===== src/rtl/fx_pkg.sv =====
package fx_pkg;

    localparam int FLAG_W = 8;
    localparam int CLS_W  = 4;

    localparam logic [CLS_W-1:0] CLS_ALU_IMM = 4'h1;
    localparam logic [CLS_W-1:0] CLS_STORE   = 4'h2;
    localparam logic [CLS_W-1:0] CLS_JUMP    = 4'h3;
    localparam logic [CLS_W-1:0] CLS_RETURN  = 4'h4;
    localparam logic [CLS_W-1:0] CLS_ALU_IMP = 4'h5;

    typedef enum logic [3:0] {
        S_FETCH, S_FETCH_W, S_INCR, S_DECODE,
        S_OPND, S_OPND_W, S_EXEC, S_WB, S_CHECK,
        S_PUSH_PC, S_PUSH_CC,
        S_POP_CC, S_POP_CC_W, S_POP_PC, S_POP_PC_W
    } fx_state_e;

    typedef struct packed {
        logic need_opnd;
        logic do_wb;
        logic upd_flags;
        logic is_jump;
        logic is_ret;
    } fx_dec_t;

    function automatic fx_dec_t decode_class(input logic [CLS_W-1:0] cls);
        fx_dec_t d;
        d = '0;
        unique case (cls)
            CLS_ALU_IMM: begin d.need_opnd = 1'b1; d.upd_flags = 1'b1; end
            CLS_STORE:   begin d.need_opnd = 1'b1; d.do_wb = 1'b1; end
            CLS_JUMP:    begin d.need_opnd = 1'b1; d.is_jump = 1'b1; end
            CLS_RETURN:  d.is_ret = 1'b1;
            CLS_ALU_IMP: d.upd_flags = 1'b1;
            default:     d = '0;
        endcase
        return d;
    endfunction

endpackage


===== src/rtl/fx_decode.sv =====
module fx_decode
    import fx_pkg::*;
#(
    parameter int W = 8
) (
    input  logic [W-1:0] opcode,
    output fx_dec_t      dec
);
    localparam int CLS_LSB = W - CLS_W;

    logic [CLS_W-1:0] cls;
    assign cls = opcode[W-1:CLS_LSB];
    assign dec = decode_class(cls);
endmodule


===== src/rtl/fx_stack.sv =====
module fx_stack #(
    parameter int          W       = 8,
    parameter logic [W-1:0] SP_INIT = 8'hF8
) (
    input  logic         clk,
    input  logic         rst,
    input  logic         push,
    input  logic         pop,
    output logic [W-1:0] sp,
    output logic [W-1:0] sp_down
);
    localparam logic [W-1:0] ONE = W'(1);

    assign sp_down = sp - ONE;

    always_ff @(posedge clk) begin
        if (rst)       sp <= SP_INIT;
        else if (push) sp <= sp_down;
        else if (pop)  sp <= sp + ONE;
    end

    assert_single_op_R9: assert property (@(posedge clk) disable iff (rst)
        !(push && pop));
endmodule


===== src/rtl/fx_ctrl.sv =====
module fx_ctrl
    import fx_pkg::*;
#(
    parameter int           W        = 8,
    parameter logic [W-1:0] ISR_ADDR = 8'h80,
    parameter logic [W-1:0] SP_INIT  = 8'hF8,
    parameter logic [W-1:0] RESET_PC = 8'h00
) (
    input  logic              clk,
    input  logic              rst,
    output logic [W-1:0]      mem_addr,
    output logic              mem_rd,
    output logic              mem_wr,
    output logic [W-1:0]      mem_wdata,
    input  logic [W-1:0]      mem_rdata,
    input  logic [FLAG_W-1:0] alu_flags,
    input  logic [W-1:0]      wb_data,
    input  logic              irq_req,
    output logic              exec_stb,
    output logic [W-1:0]      opcode_out,
    output logic [W-1:0]      operand_out,
    output logic [W-1:0]      pc_out,
    output logic [FLAG_W-1:0] ccr_out,
    output logic              in_service
);
    localparam logic [W-1:0] ONE = W'(1);

    fx_state_e         state;
    logic [W-1:0]      pc, ir, opnd;
    logic [FLAG_W-1:0] ccr;
    logic              in_svc;
    fx_dec_t           dec_now, dec_q;
    logic [W-1:0]      sp, sp_down;
    logic              sp_push, sp_pop;

    fx_decode #(.W(W)) u_decode (
        .opcode (ir),
        .dec    (dec_now)
    );

    assign sp_push = (state == S_PUSH_PC) || (state == S_PUSH_CC);
    assign sp_pop  = (state == S_POP_CC_W) || (state == S_POP_PC_W);

    fx_stack #(.W(W), .SP_INIT(SP_INIT)) u_stack (
        .clk     (clk),
        .rst     (rst),
        .push    (sp_push),
        .pop     (sp_pop),
        .sp      (sp),
        .sp_down (sp_down)
    );

    // Memory strobes and address selection per phase
    always_comb begin
        mem_rd    = 1'b0;
        mem_wr    = 1'b0;
        mem_addr  = pc;
        mem_wdata = '0;
        exec_stb  = 1'b0;
        unique case (state)
            S_FETCH, S_OPND: mem_rd = 1'b1;
            S_EXEC:          exec_stb = 1'b1;
            S_WB: begin
                mem_wr    = 1'b1;
                mem_addr  = opnd;
                mem_wdata = wb_data;
            end
            S_PUSH_PC: begin
                mem_wr    = 1'b1;
                mem_addr  = sp_down;
                mem_wdata = pc;
            end
            S_PUSH_CC: begin
                mem_wr    = 1'b1;
                mem_addr  = sp_down;
                mem_wdata = W'(ccr);
            end
            S_POP_CC, S_POP_PC: begin
                mem_rd   = 1'b1;
                mem_addr = sp;
            end
            default: ;
        endcase
    end

    // Phase sequencer and architectural registers
    always_ff @(posedge clk) begin
        if (rst) begin
            state  <= S_FETCH;
            pc     <= RESET_PC;
            ir     <= '0;
            opnd   <= '0;
            ccr    <= '0;
            in_svc <= 1'b0;
            dec_q  <= '0;
        end else begin
            unique case (state)
                S_FETCH:   state <= S_FETCH_W;
                S_FETCH_W: begin
                    ir    <= mem_rdata;
                    state <= S_INCR;
                end
                S_INCR: begin
                    pc    <= pc + ONE;
                    state <= S_DECODE;
                end
                S_DECODE: begin
                    dec_q <= dec_now;
                    state <= dec_now.need_opnd ? S_OPND : S_EXEC;
                end
                S_OPND:   state <= S_OPND_W;
                S_OPND_W: begin
                    opnd  <= mem_rdata;
                    pc    <= pc + ONE;
                    state <= S_EXEC;
                end
                S_EXEC: begin
                    if (dec_q.upd_flags) ccr <= alu_flags;
                    if (dec_q.is_jump)   pc  <= opnd;
                    if (dec_q.is_ret)      state <= S_POP_CC;
                    else if (dec_q.do_wb)  state <= S_WB;
                    else                   state <= S_CHECK;
                end
                S_WB:    state <= S_CHECK;
                S_CHECK: state <= (irq_req && !in_svc) ? S_PUSH_PC : S_FETCH;
                S_PUSH_PC: state <= S_PUSH_CC;
                S_PUSH_CC: begin
                    pc     <= ISR_ADDR;
                    in_svc <= 1'b1;
                    state  <= S_FETCH;
                end
                S_POP_CC:   state <= S_POP_CC_W;
                S_POP_CC_W: begin
                    ccr   <= mem_rdata[FLAG_W-1:0];
                    state <= S_POP_PC;
                end
                S_POP_PC:   state <= S_POP_PC_W;
                S_POP_PC_W: begin
                    pc     <= mem_rdata;
                    in_svc <= 1'b0;
                    state  <= S_CHECK;
                end
                default: state <= S_FETCH;
            endcase
        end
    end

    assign opcode_out  = ir;
    assign operand_out = opnd;
    assign pc_out      = pc;
    assign ccr_out     = ccr;
    assign in_service  = in_svc;

    assert_exec_one_cycle_R5: assert property (@(posedge clk) disable iff (rst)
        exec_stb |=> !exec_stb);

    assert_pc_step_R3: assert property (@(posedge clk) disable iff (rst)
        (state == S_DECODE) |-> (pc == $past(pc) + ONE));

    assert_entry_vector_R9: assert property (@(posedge clk) disable iff (rst)
        $rose(in_svc) |-> (pc == ISR_ADDR && sp == $past(sp) - ONE));

    assert_blocked_in_service_R10: assert property (@(posedge clk) disable iff (rst)
        (state == S_CHECK && in_svc) |=> (state == S_FETCH));

    assert_return_pop_R11: assert property (@(posedge clk) disable iff (rst)
        $fell(in_svc) |-> (sp == $past(sp) + ONE && state == S_CHECK));
endmodule


===== config.mk =====
export PLATFORM = sky130hd
export DESIGN_NAME = fx_ctrl
export DESIGN_NICKNAME = d
export VERILOG_FILES = /design/src/rtl/fx_pkg.sv /design/src/rtl/fx_decode.sv /design/src/rtl/fx_stack.sv /design/src/rtl/fx_ctrl.sv
export SDC_FILE = /design/constraint.sdc
export NUM_CORES = 1
export LEC_CHECK = 0
export ABC_AREA = 1
export CAP_MARGIN = 20
export CORE_MARGIN = 2
export CORE_UTILIZATION = 49
export DETAILED_ROUTE_END_ITERATION = 12
export GPL_ROUTABILITY_DRIVEN = 0
export PLACE_DENSITY_LB_ADDON = 0.25
export SETUP_SLACK_MARGIN = 0.15
export SYNTH_ARGS = -nofsm -noshare
export SYNTH_HDL_FRONTEND = slang
export SYNTH_SLANG_ARGS = --single-unit

===== constraint.sdc =====
create_clock -name clk -period 2.25 [get_ports clk]
set_clock_uncertainty 0.1 [all_clocks]
set_input_delay 0.3375 -clock clk [delete_from_list [all_inputs] [get_ports clk]]
set_output_delay 0.3375 -clock clk [all_outputs]
set_load 0.03 [all_outputs]

==> results.md <==
* Synth top area cells: dfxtp_1, nand2_1, nor2_1, o21ai_0, inv_1
* Hold Crit Class: reg -> reg
* Filler cell count at around 460
* Arr. time, crit path at between 1.5 and 2 ns
* Final Max Tran Viols at 0
* Netlist cell types at 28
* Top Ports at 79
* Worst-margin pin slew at between 0.6 and 0.7 ns
* RSZ-0062 raised after global routing: yes
* Leading area contributor after synthesis: dfxtp_1
* Post-route insts no fill at roughly 660
* Max-cap violations at 0
* Layout cell share with drive strength beyond 1 at 0.191
* CTS Buffer Depth at 2
* P_leak at about 2 nW
* Core area at 0.00589 mm2
* Clock Latency Late Sink at approximately 0.32 ns
* Worst Setup SP: u_stack.sp[2]
* DRT Pass-1 Iters at 7
* Post-route ant nets at 0
* Top-count cell post-synth: nand2_1
* Async S/R FF share, synth at 0
* CTS tree: done
* Synthesized cell area at between 0.002 and 0.003 mm2
* Overall power at between 2 and 3 mW
* Fmax at 469 MHz
* Via-per-instance ratio at slightly below 6
* Final HPWL DP at 7.12 mm
* Flop and latch count out of synthesis at just under 50
* End of the worst register-to-register path: opcode_out[6]
* Startpoint Class: register
* CTS clk-pin slew, worst paths at 0.11 ns
* Synth Instances at between 400 and 500
* Global-route wire length before repair at 15.3 mm
* Die ar. at about 0.0067 mm2
* Clk sinks at 49
* Htree depth at 2
* Timing endpoint of the critical path: mem_addr[6]
* Dpl cells at 640
* Via count at ~3800
* Post-Route Utilization at 0.737
* Ys flop type: dfxtp_1
* Number of port buffers at 78
* Final setup fails at 0
* TNS Setup at 0 ns
* Synth Area per Inst at between 6 and 7 um2
* Logic gate share of total power at 0.422
* Flop pwr share at 0.392
* Final setup margin at around 0.12 ns
* R2R cell count at 6
* Number of enable flip-flop cells after synthesis at 0
* Ant diodes at 0
* Initial Utilization at 0.506
* Final Hold Fails at 0
* Clk pwr share at 0.186
* Layout Nets at between 600 and 700
* Die width at between 80 and 90 um
* Worst setup EP type: output pin
* # rows at 28
* Worst slew margin at 0.572
* Int Power at around 1.7 mW
* DRC violation total after the first TritonRoute iteration at approximately 370
* Dpl ws at between 0.15 and 0.2 ns
* Area grow syn2layout at 45.6%
* Pwr/cell area at slightly below 700 mW/mm2
* Gr usage total at 0.292
* Status: finished clean
* Seq/Total Area, Yosys at 0.329
* Synth warnings at 0
* Crit path time final at 2.13 ns
* Placed cell area at approximately 0.0038 mm2
* GRT Residual Overflow at 0
* Critical path required time at roughly 1.8 ns
* Root cell of the clock tree: clkbuf_8
* Worst R2R Start: state[2]
* Initial antenna violation count at 0
* Post-Route WL at around 11 mm
* VDD IR-drop max at approximately 0.00052 V
* Hold WS at between 0.4 and 0.5 ns
* Cts hold-fix bufs at 0
* R2R setup slack at 0.45 ns
* Final period util at 0.947
* Synth Net Count at about 520
* CP max FO at 9
* Final Instance Area at between 0.004 and 0.005 mm2
* Largest net degree at the start of global routing at 41
* Synth cell count leaders: nand2_1, nor2_1, inv_1
* Switching Share at 0.430
* Total CTS buffers at 5
* Die height at around 82 um
* Number of global-route vias before repair at 3185
* WS Path Type: reg -> out
* DRC errors left at 0
* Routed len/inst at around 16 um
* Top-area cell type share of the netlist area at 0.329
* NetSw at 1.29 mW
-- per-layer routing --
metal  vias up  GRT usage  share of wire
li1       1777          -              -
met5         -          0              0
met3        50     0.0516          0.087
met1      1751      0.386           0.39
met4         0     0.0733          0.039
met2       252      0.491           0.48
-- cell usage in the layout (no fill, tap or decap), types with 3 or more instances in the layout --
master           instances
buf_12                   4
dfxtp_1                 41
nand2_2                  9
nand2_1                123
buf_6                   12
nand3_1                 26
o21ai_1                 12
clkbuf_8                 5
o21ai_0                 44
nor2_4                   8
buf_4                   21
dfxtp_2                  4
inv_2                    6
nor3_1                   3
nand4_1                  8
nor2_2                   5
dfxtp_4                  4
clkdlybuf4s50_1         59
nor2_1                  67
nand3_2                 10
a21oi_1                 25
nand2_4                  8
o211ai_1                 6
inv_1                   48
inv_4                    4
-- critical path, cell delays in order, from the launching register on --
cell	delay, ns
dfxtp_1	0.44
nor2_1	0.21
nand3_1	0.11
nand2_1	0.11
nand2_1	0.11
a21oi_2	0.15
nand3_1	0.10
buf_6	0.15
-- repair_timing --
action                     in CTS  in global routing
pin swaps                       2                 13
setup endpoints to repair      19                 17
buffers inserted                2                 11
gates resized for setup        23                 57
cloned                          0                  1
-- area by class of cell --
cell class                      count  area (um2)  area share
Multi-Input combinational cell    372        1920       0.443
Clock inverter                      3        21.3     0.00490
Tap cell                           75        93.8      0.0216
Clock buffer                        5        68.8      0.0159
Inverter                           59         235      0.0542
Sequential cell                    49        1000       0.231
Timing Repair Buffer               99         996       0.229
-- power by group through the flow --
stage,clock network (mW),registers (mW),logic [mW]
3_5_place_dp,0,1.16,1.11
3_3_place_gp,0,1.15,1.10
6_report,0.556,1.17,1.26
5_1_grt,0.591,1.19,1.36
2_1_floorplan,0,1.27,0.579
4_1_cts,0.549,1.14,1.14
-- logic make-up (layout without fill, tap and decap cells) --
| logic type | Yosys count | count (layout) | share of synthesized area |
|---|---|---|---|
| fa+ha+maj | 3 | 3 | 0.0126 |
| xor+xnor | 2 | 2 | 0.00588 |
| simple gates | 269 | 270 | 0.385 |
| compound gates | 97 | 97 | 0.174 |
| flops | 49 | 49 | 0.329 |
| buf+inv | 73 | 166 | 0.0940 |
-- worst min-delay path by stage --
stage / from / end / slack, ns / cells after the start
after floorplan: dec_q[3] / dec_q[3] / 0.36 / 2
after global placement: in_service / in_service / 0.38 / 2
after detailed placement: in_service / in_service / 0.38 / 2
after CTS: in_service / in_service / 0.40 / 2
after global routing: opcode_out[6] / dec_q[0] / 0.43 / 2
final: opcode_out[6] / dec_q[0] / 0.40 / 2
-- flip-flops by register name, summed over array words and instances (netlist names) --
name / flops
opcode_out: 8
pc_out: 8
operand_out: 8
dec_q: 4
in_service: 1
state: 4
u_stack.sp: 8
ccr_out: 8
No activity file was read; power rests on OpenSTA's default activity.
